--- src/rtl/ring_pkg.sv ---
package ring_pkg;
    localparam int MAX_EXP  = 19;
    localparam int EXP_W    = 5;
    localparam int PTR_W    = 32;
    localparam int ADDR_W   = 64;
    localparam int SLOT_W   = 8;
    localparam int CODE_LSB = 24;
    localparam int CODE_W   = 7;
    localparam logic [ADDR_W-1:0] BASE_KEEP = 64'h000F_FFFF_FFFF_FFC0;

    typedef enum logic [1:0] {
        PTR_HOLD  = 2'd0,
        PTR_STEP  = 2'd1,
        PTR_CLEAR = 2'd2
    } ptr_op_e;

    typedef struct packed {
        logic full;
        logic empty;
    } ring_stat_t;

    function automatic logic [EXP_W-1:0] clamp_exp(logic [EXP_W-1:0] e);
        return (int'(e) > MAX_EXP) ? EXP_W'(MAX_EXP) : e;
    endfunction

    function automatic logic [PTR_W-1:0] wrap_bit(logic [EXP_W-1:0] e);
        return PTR_W'(1) << e;
    endfunction

    function automatic logic [PTR_W-1:0] idx_mask(logic [EXP_W-1:0] e);
        return wrap_bit(e) - PTR_W'(1);
    endfunction

    function automatic logic [PTR_W-1:0] span_mask(logic [EXP_W-1:0] e);
        return (wrap_bit(e) << 1) - PTR_W'(1);
    endfunction
endpackage

--- src/rtl/ring_ptr.sv ---
module ring_ptr
    import ring_pkg::*;
#(
    parameter bit KEEP_UPPER = 1'b0
) (
    input  logic              clk,
    input  logic              rst,
    input  logic [EXP_W-1:0]  size_exp,
    input  ptr_op_e           op,
    input  logic              code_we,
    input  logic [CODE_W-1:0] code,
    output logic [PTR_W-1:0]  q
);
    localparam logic [PTR_W-1:0] CLR_SPAN = (PTR_W'(1) << (MAX_EXP + 1)) - PTR_W'(1);

    logic [PTR_W-1:0] stepped;
    logic [PTR_W-1:0] nxt;

    generate
        if (KEEP_UPPER) begin : g_keep
            always_comb begin
                stepped = (q & ~span_mask(size_exp)) | ((q + PTR_W'(1)) & span_mask(size_exp));
                nxt     = q;
                case (op)
                    PTR_STEP:  nxt = stepped;
                    PTR_CLEAR: nxt = q & ~CLR_SPAN;
                    default:   nxt = q;
                endcase
                if (code_we) nxt[CODE_LSB +: CODE_W] = code;
            end

            // advances never disturb the error code
            a_r3_code_kept: assert property (@(posedge clk) disable iff (rst)
                (op == PTR_STEP && !code_we) |=> (q[CODE_LSB +: CODE_W] == $past(q[CODE_LSB +: CODE_W])));
            // a code write lands in the upper field
            a_r10_code_load: assert property (@(posedge clk) disable iff (rst)
                code_we |=> (q[CODE_LSB +: CODE_W] == $past(code)));
        end else begin : g_plain
            logic unused_code;
            assign unused_code = code_we ^ (^code);
            always_comb begin
                stepped = (q + PTR_W'(1)) & span_mask(size_exp);
                case (op)
                    PTR_STEP:  nxt = stepped;
                    PTR_CLEAR: nxt = '0;
                    default:   nxt = q;
                endcase
            end

            // nothing above the wrap flag is ever set
            a_r2_no_upper: assert property (@(posedge clk) disable iff (rst)
                (q & ~span_mask(size_exp)) == '0);
        end
    endgenerate

    always_ff @(posedge clk) begin
        if (rst) q <= '0;
        else     q <= nxt;
    end
endmodule

--- src/rtl/ring_status.sv ---
module ring_status
    import ring_pkg::*;
(
    input  logic [EXP_W-1:0] size_exp,
    input  logic [PTR_W-1:0] prod,
    input  logic [PTR_W-1:0] cons,
    output ring_stat_t       stat
);
    logic [PTR_W-1:0] diff;

    always_comb begin
        diff       = (prod ^ cons) & span_mask(size_exp);
        stat.empty = (diff == '0);
        stat.full  = (diff == wrap_bit(size_exp));
    end
endmodule

--- src/rtl/ring_addr.sv ---
module ring_addr
    import ring_pkg::*;
(
    input  logic [ADDR_W-1:0] base,
    input  logic [SLOT_W-1:0] slot_bytes,
    input  logic [EXP_W-1:0]  size_exp,
    input  logic [PTR_W-1:0]  ptr,
    output logic [ADDR_W-1:0] addr
);
    logic [PTR_W-1:0] idx;

    always_comb begin
        idx  = ptr & idx_mask(size_exp);
        addr = (base & BASE_KEEP) + (ADDR_W'(slot_bytes) * ADDR_W'(idx));
    end
endmodule

--- src/rtl/ring_tracker.sv ---
module ring_tracker
    import ring_pkg::*;
(
    input  logic              clk,
    input  logic              rst,
    input  logic [EXP_W-1:0]  size_exp_i,
    input  logic [ADDR_W-1:0] base_i,
    input  logic [SLOT_W-1:0] slot_bytes_i,
    input  logic              prod_adv_i,
    input  logic              cons_adv_i,
    input  logic              err_we_i,
    input  logic [CODE_W-1:0] err_code_i,
    output logic              full_o,
    output logic              empty_o,
    output logic [ADDR_W-1:0] prod_addr_o,
    output logic [ADDR_W-1:0] cons_addr_o,
    output logic [PTR_W-1:0]  prod_reg_o,
    output logic [PTR_W-1:0]  cons_reg_o,
    output logic              adv_err_o
);
    logic [EXP_W-1:0] exp_eff;
    logic [EXP_W-1:0] exp_q;
    logic             resize;
    ring_stat_t       stat;
    ptr_op_e          prod_op;
    ptr_op_e          cons_op;
    logic             reject;
    logic             err_q;

    assign exp_eff = clamp_exp(size_exp_i);
    assign resize  = (exp_eff != exp_q);

    always_comb begin
        reject  = !resize && ((prod_adv_i && stat.full) || (cons_adv_i && stat.empty));
        prod_op = PTR_HOLD;
        cons_op = PTR_HOLD;
        if (resize) begin
            prod_op = PTR_CLEAR;
            cons_op = PTR_CLEAR;
        end else begin
            if (prod_adv_i && !stat.full)  prod_op = PTR_STEP;
            if (cons_adv_i && !stat.empty) cons_op = PTR_STEP;
        end
    end

    always_ff @(posedge clk) begin
        if (rst) begin
            exp_q <= exp_eff;
            err_q <= 1'b0;
        end else begin
            exp_q <= exp_eff;
            err_q <= reject;
        end
    end

    ring_ptr #(.KEEP_UPPER(1'b0)) u_prod (
        .clk(clk), .rst(rst), .size_exp(exp_q), .op(prod_op),
        .code_we(1'b0), .code('0), .q(prod_reg_o)
    );

    ring_ptr #(.KEEP_UPPER(1'b1)) u_cons (
        .clk(clk), .rst(rst), .size_exp(exp_q), .op(cons_op),
        .code_we(err_we_i), .code(err_code_i), .q(cons_reg_o)
    );

    ring_status u_stat (
        .size_exp(exp_q), .prod(prod_reg_o), .cons(cons_reg_o), .stat(stat)
    );

    ring_addr u_paddr (
        .base(base_i), .slot_bytes(slot_bytes_i), .size_exp(exp_q),
        .ptr(prod_reg_o), .addr(prod_addr_o)
    );

    ring_addr u_caddr (
        .base(base_i), .slot_bytes(slot_bytes_i), .size_exp(exp_q),
        .ptr(cons_reg_o), .addr(cons_addr_o)
    );

    assign full_o    = stat.full;
    assign empty_o   = stat.empty;
    assign adv_err_o = err_q;

    // status flags are exclusive
    a_r5_exclusive: assert property (@(posedge clk) disable iff (rst)
        !(full_o && empty_o));
    // producer held when full
    a_r7_prod_hold: assert property (@(posedge clk) disable iff (rst)
        (prod_adv_i && full_o && !resize) |=> $stable(prod_reg_o));
    // consumer advance on empty raises the pulse
    a_r7_err_pulse: assert property (@(posedge clk) disable iff (rst)
        (cons_adv_i && empty_o && !resize) |=> adv_err_o);
    // resize clears the producer and raises no pulse
    a_r9_resize_clear: assert property (@(posedge clk) disable iff (rst)
        resize |=> (prod_reg_o == '0 && !adv_err_o));
endmodule

--- config.mk ---
export PLATFORM = sky130hd
export DESIGN_NAME = ring_tracker
export DESIGN_NICKNAME = d
export VERILOG_FILES = /design/src/rtl/ring_pkg.sv /design/src/rtl/ring_ptr.sv /design/src/rtl/ring_status.sv /design/src/rtl/ring_addr.sv /design/src/rtl/ring_tracker.sv
export SDC_FILE = /design/constraint.sdc
export NUM_CORES = 2
export LEC_CHECK = 0
export BUFFER_PORTS_ARGS = -buffer_cell sky130_fd_sc_hd__buf_2
export CORE_MARGIN = 2
export CORE_UTILIZATION = 65
export CTS_BUF_LIST = sky130_fd_sc_hd__clkbuf_4 sky130_fd_sc_hd__clkbuf_8 sky130_fd_sc_hd__clkbuf_16
export DETAILED_ROUTE_END_ITERATION = 8
export PLACE_DENSITY = 0.87
export SYNTH_ARGS = -nofsm -noshare
export SYNTH_HDL_FRONTEND = slang
export SYNTH_SLANG_ARGS = --single-unit
--- constraint.sdc ---
create_clock -name clk -period 13.9 [get_ports clk]
set_input_delay 2.78 -clock clk [delete_from_list [all_inputs] [get_ports clk]]
set_output_delay 2.78 -clock clk [all_outputs]
set_load 0.01 [all_outputs]
==> flow_summary.json <==
{
  "die_w_um": 198.3,
  "swShare": 0.4376,
  "final-seq-area_mm2": 0.001403,
  "synth_edf_count": 0,
  "synthMuxAreaShare": 0.004183,
  "multi_input_area_mm2": 0.02042,
  "cts_buffers": 9,
  "cts_tree": "done",
  "drt-initial-drc-count": 2022,
  "clock_sinks": 70,
  "vias": 22840,
  "synthCells": 3021,
  "fill_cells": 2940,
  "crit_arrival_ns": 9.71,
  "finalClockSkew_ns": 0.01081,
  "grt_pass1_wl_um": 124100,
  "grt_start_max_net_pins": 65,
  "layout_commonest_cell": "inv_1",
  "area_growth_pct": 6.570,
  "p_int_uw": 486.3,
  "cp-end-kind": "primary output",
  "critPathKind": "register to primary output",
  "total_power_uw": 864.7,
  "drtPass1Iterations": 6,
  "pwr_density_cell_mw_per_mm2": 33.08,
  "start_kind": "register",
  "ys_ff_latch": 70,
  "viasPerCell": 6.250,
  "async_flop_share": 0,
  "yosys.area_share.adder": 0.4165,
  "grt_pass1_vias": 23730,
  "synth_area_per_cell_um2": 8.120,
  "ant_nets": 0,
  "fin_crit_ns": 12.49,
  "status": "finished clean",
  "p_leak_uw": 0.01401,
  "setup_viol_count_final": 0,
  "ys_types": 91,
  "finalInstanceArea_mm2": 0.02614,
  "synth_compound_area_frac": 0.1182,
  "dieArea_mm2": 0.03931,
  "postCtsSetupBuffers": 0,
  "gp_congestion": 1.018,
  "dp_hpwl_um": 61110,
  "drt-total-wl_um": 77520,
  "worstMarginPinSlew_ns": 1.249,
  "clk_pin_slew_ns": 0.06,
  "nNetsFinal": 3788,
  "post-route-util": 0.6990,
  "dieHeight_um": 198.3,
  "synth.cell_area_mm2": 0.02453,
  "grt_setup_unrepaired": "false",
  "fin_crit_sh": 0.8987,
  "p_clk_frac": 0.277,
  "drv_slew": 0,
  "worstHoldPathType": "register to register",
  "worstPathRequired_ns": 11.12,
  "dpl_cell_area_mm2": 0.02584,
  "synth_xor_area_frac": 0.04963,
  "grtUsageTotal": 0.4066,
  "max_freq_mhz": 80.05,
  "final_cell_mix": "492 x inv_1, 426 x fa_1, 264 x and3_1",
  "rows": 71,
  "layout-drive-gt1-share": 0.1076,
  "synth_top_family_by_area": "adder cells",
  "io_buffers": 243,
  "hold_buffers": 0,
  "cts-root-buf": "clkbuf_16",
  "antenna_found_initial": 3,
  "clkLatencyLatePin_ns": 0.36,
  "core_mm2": 0.03740,
  "grt_overflow": 0,
  "synth_seq_area_share": 0.05713,
  "yosysWarningCount": 0,
  "switchingPower_uw": 378.4,
  "ir_drop_v": 0.00006293,
  "cap_violations": 0,
  "whs_ns": 0.5449,
  "cts_buffer_depth": 2,
  "hold_viol": 0,
  "h-tree-depth": 3,
  "slew-limit-headroom": 0.1616,
  "start_util": 0.6559,
  "combinationalPowerShare": 0.483,
  "synth-simple-area-share": 0.2377,
  "wl_per_cell_um": 21.21,
  "ios": 284,
  "seq_power_share": 0.240,
  "post_cts_resize_count": 0,
  "synthFlopType": "dfxtp_1",
  "post-route-drc-count": 0,
  "critical_path_peak_fanout": 44,
  "setup_tns_ns": 0
}
-- cells by family after synthesis --
family,count (synthesis)
and+or+nand+nor,1077
buffers and inverters,708
adders and majority gates,561
AOI/OAI and AO/OA,454
xor gates and xnor gates,139
DFF,70
muxes,10
other,2
-- flip-flops by register name, summed over array words and instances, names as in the netlist --
signal     count
adv_err_o      1
u_prod.q      32
u_cons.q      32
exp_q          5
-- metrics by stage --
stage	instances	setup slack (ns)
final	3654	1.408
after global routing	3653	0.7417
after CTS	3653	1.700
after detailed placement	3638	1.750
after global placement	3638	1.779
after floorplan	3057	2.968
-- worst paths after layout --
kind                start              end  slack [ns]  cells after the start
min reg2reg  u_cons.q[19]     u_cons.q[19]        0.54                      2
max reg2reg      exp_q[1]     u_cons.q[16]        8.06                     13
min          u_cons.q[19]     u_cons.q[19]        0.54                      2
max              exp_q[1]  prod_addr_o[51]        1.41                     25
-- metal layers --
metal / vias to the layer above / GRT usage / part of all wire
met5: - / 0 / 0.00036
met4: 4 / 0.2540 / 0.069
met3: 347 / 0.07239 / 0.098
met2: 1371 / 0.6833 / 0.48
met1: 11130 / 0.4849 / 0.35
li1: 9982 / - / -
-- Yosys cell counts (7+ instances only) --
library cell,n,area share
xnor2_1,87,0.031
xor2_1,52,0.019
nand2b_1,20,0.0051
nor2b_1,28,0.0071
dfxtp_1,70,0.057
o21bai_1,12,0.0037
a31oi_1,17,0.0043
buf_4,32,0.0098
or2_2,7,0.0018
buf_2,17,0.0035
clkbuf_1,153,0.023
or4_1,13,0.0040
o21ai_1,16,0.0033
nand4_1,24,0.0061
nand2_1,237,0.036
o211ai_1,16,0.0049
fa_1,426,0.35
nor2_1,112,0.017
nand3_1,91,0.019
o21ai_0,94,0.019
a211oi_1,16,0.0049
or4b_2,8,0.0033
mux2i_1,8,0.0033
o21a_1,23,0.0070
nor3b_1,8,0.0024
inv_1,492,0.075
buf_6,7,0.0032
and2_1,154,0.039
nor3_1,40,0.0082
or3_1,22,0.0056
and3_1,264,0.067
nor4_1,19,0.0048
a21o_1,36,0.011
a21oi_1,139,0.028
ha_1,135,0.069
-- power groups by stage --
stage	combinational [uW]	clock (uW)	sequential, uW
3_5_place_dp	407	0	212
2_1_floorplan	277	0	210
5_1_grt	456	248	208
3_3_place_gp	398	0	211
4_1_cts	410	238	207
6_report	418	239	207
-- worst max-delay path, cell delays in order, from the launching register on --
cell and delay, ns:
dfxtp_1 0.29, buf_4 0.28, nor2_2 0.56, nand3_1 0.21, ha_1 0.56, nor2_2 0.42, a21oi_1 0.14, o21ai_1 0.98
and3_1 0.30, fa_1 0.45, fa_1 0.51, fa_1 0.49, inv_1 0.05, fa_1 0.47, inv_1 0.04, ha_1 0.36
nand3_1 0.17, or3_1 0.44, o31ai_1 0.44, a21oi_1 0.16, a31oi_1 0.39, o21ai_0 0.28, a2111oi_0 0.72, o21ai_0 0.27
xnor2_1 0.19, buf_2 0.15
-- area by class of cell --
type | count | area share
Timing Repair Buffer | 284 | 0.05830
Clock buffer | 10 | 0.009142
Sequential cell | 70 | 0.05365
Tap cell | 511 | 0.02446
Clock inverter | 5 | 0.002250
Multi-Input combinational cell | 2279 | 0.7812
Antenna cell | 1 | 0.00009573
Inverter | 494 | 0.07093
Power figures use the tool's default switching activity.
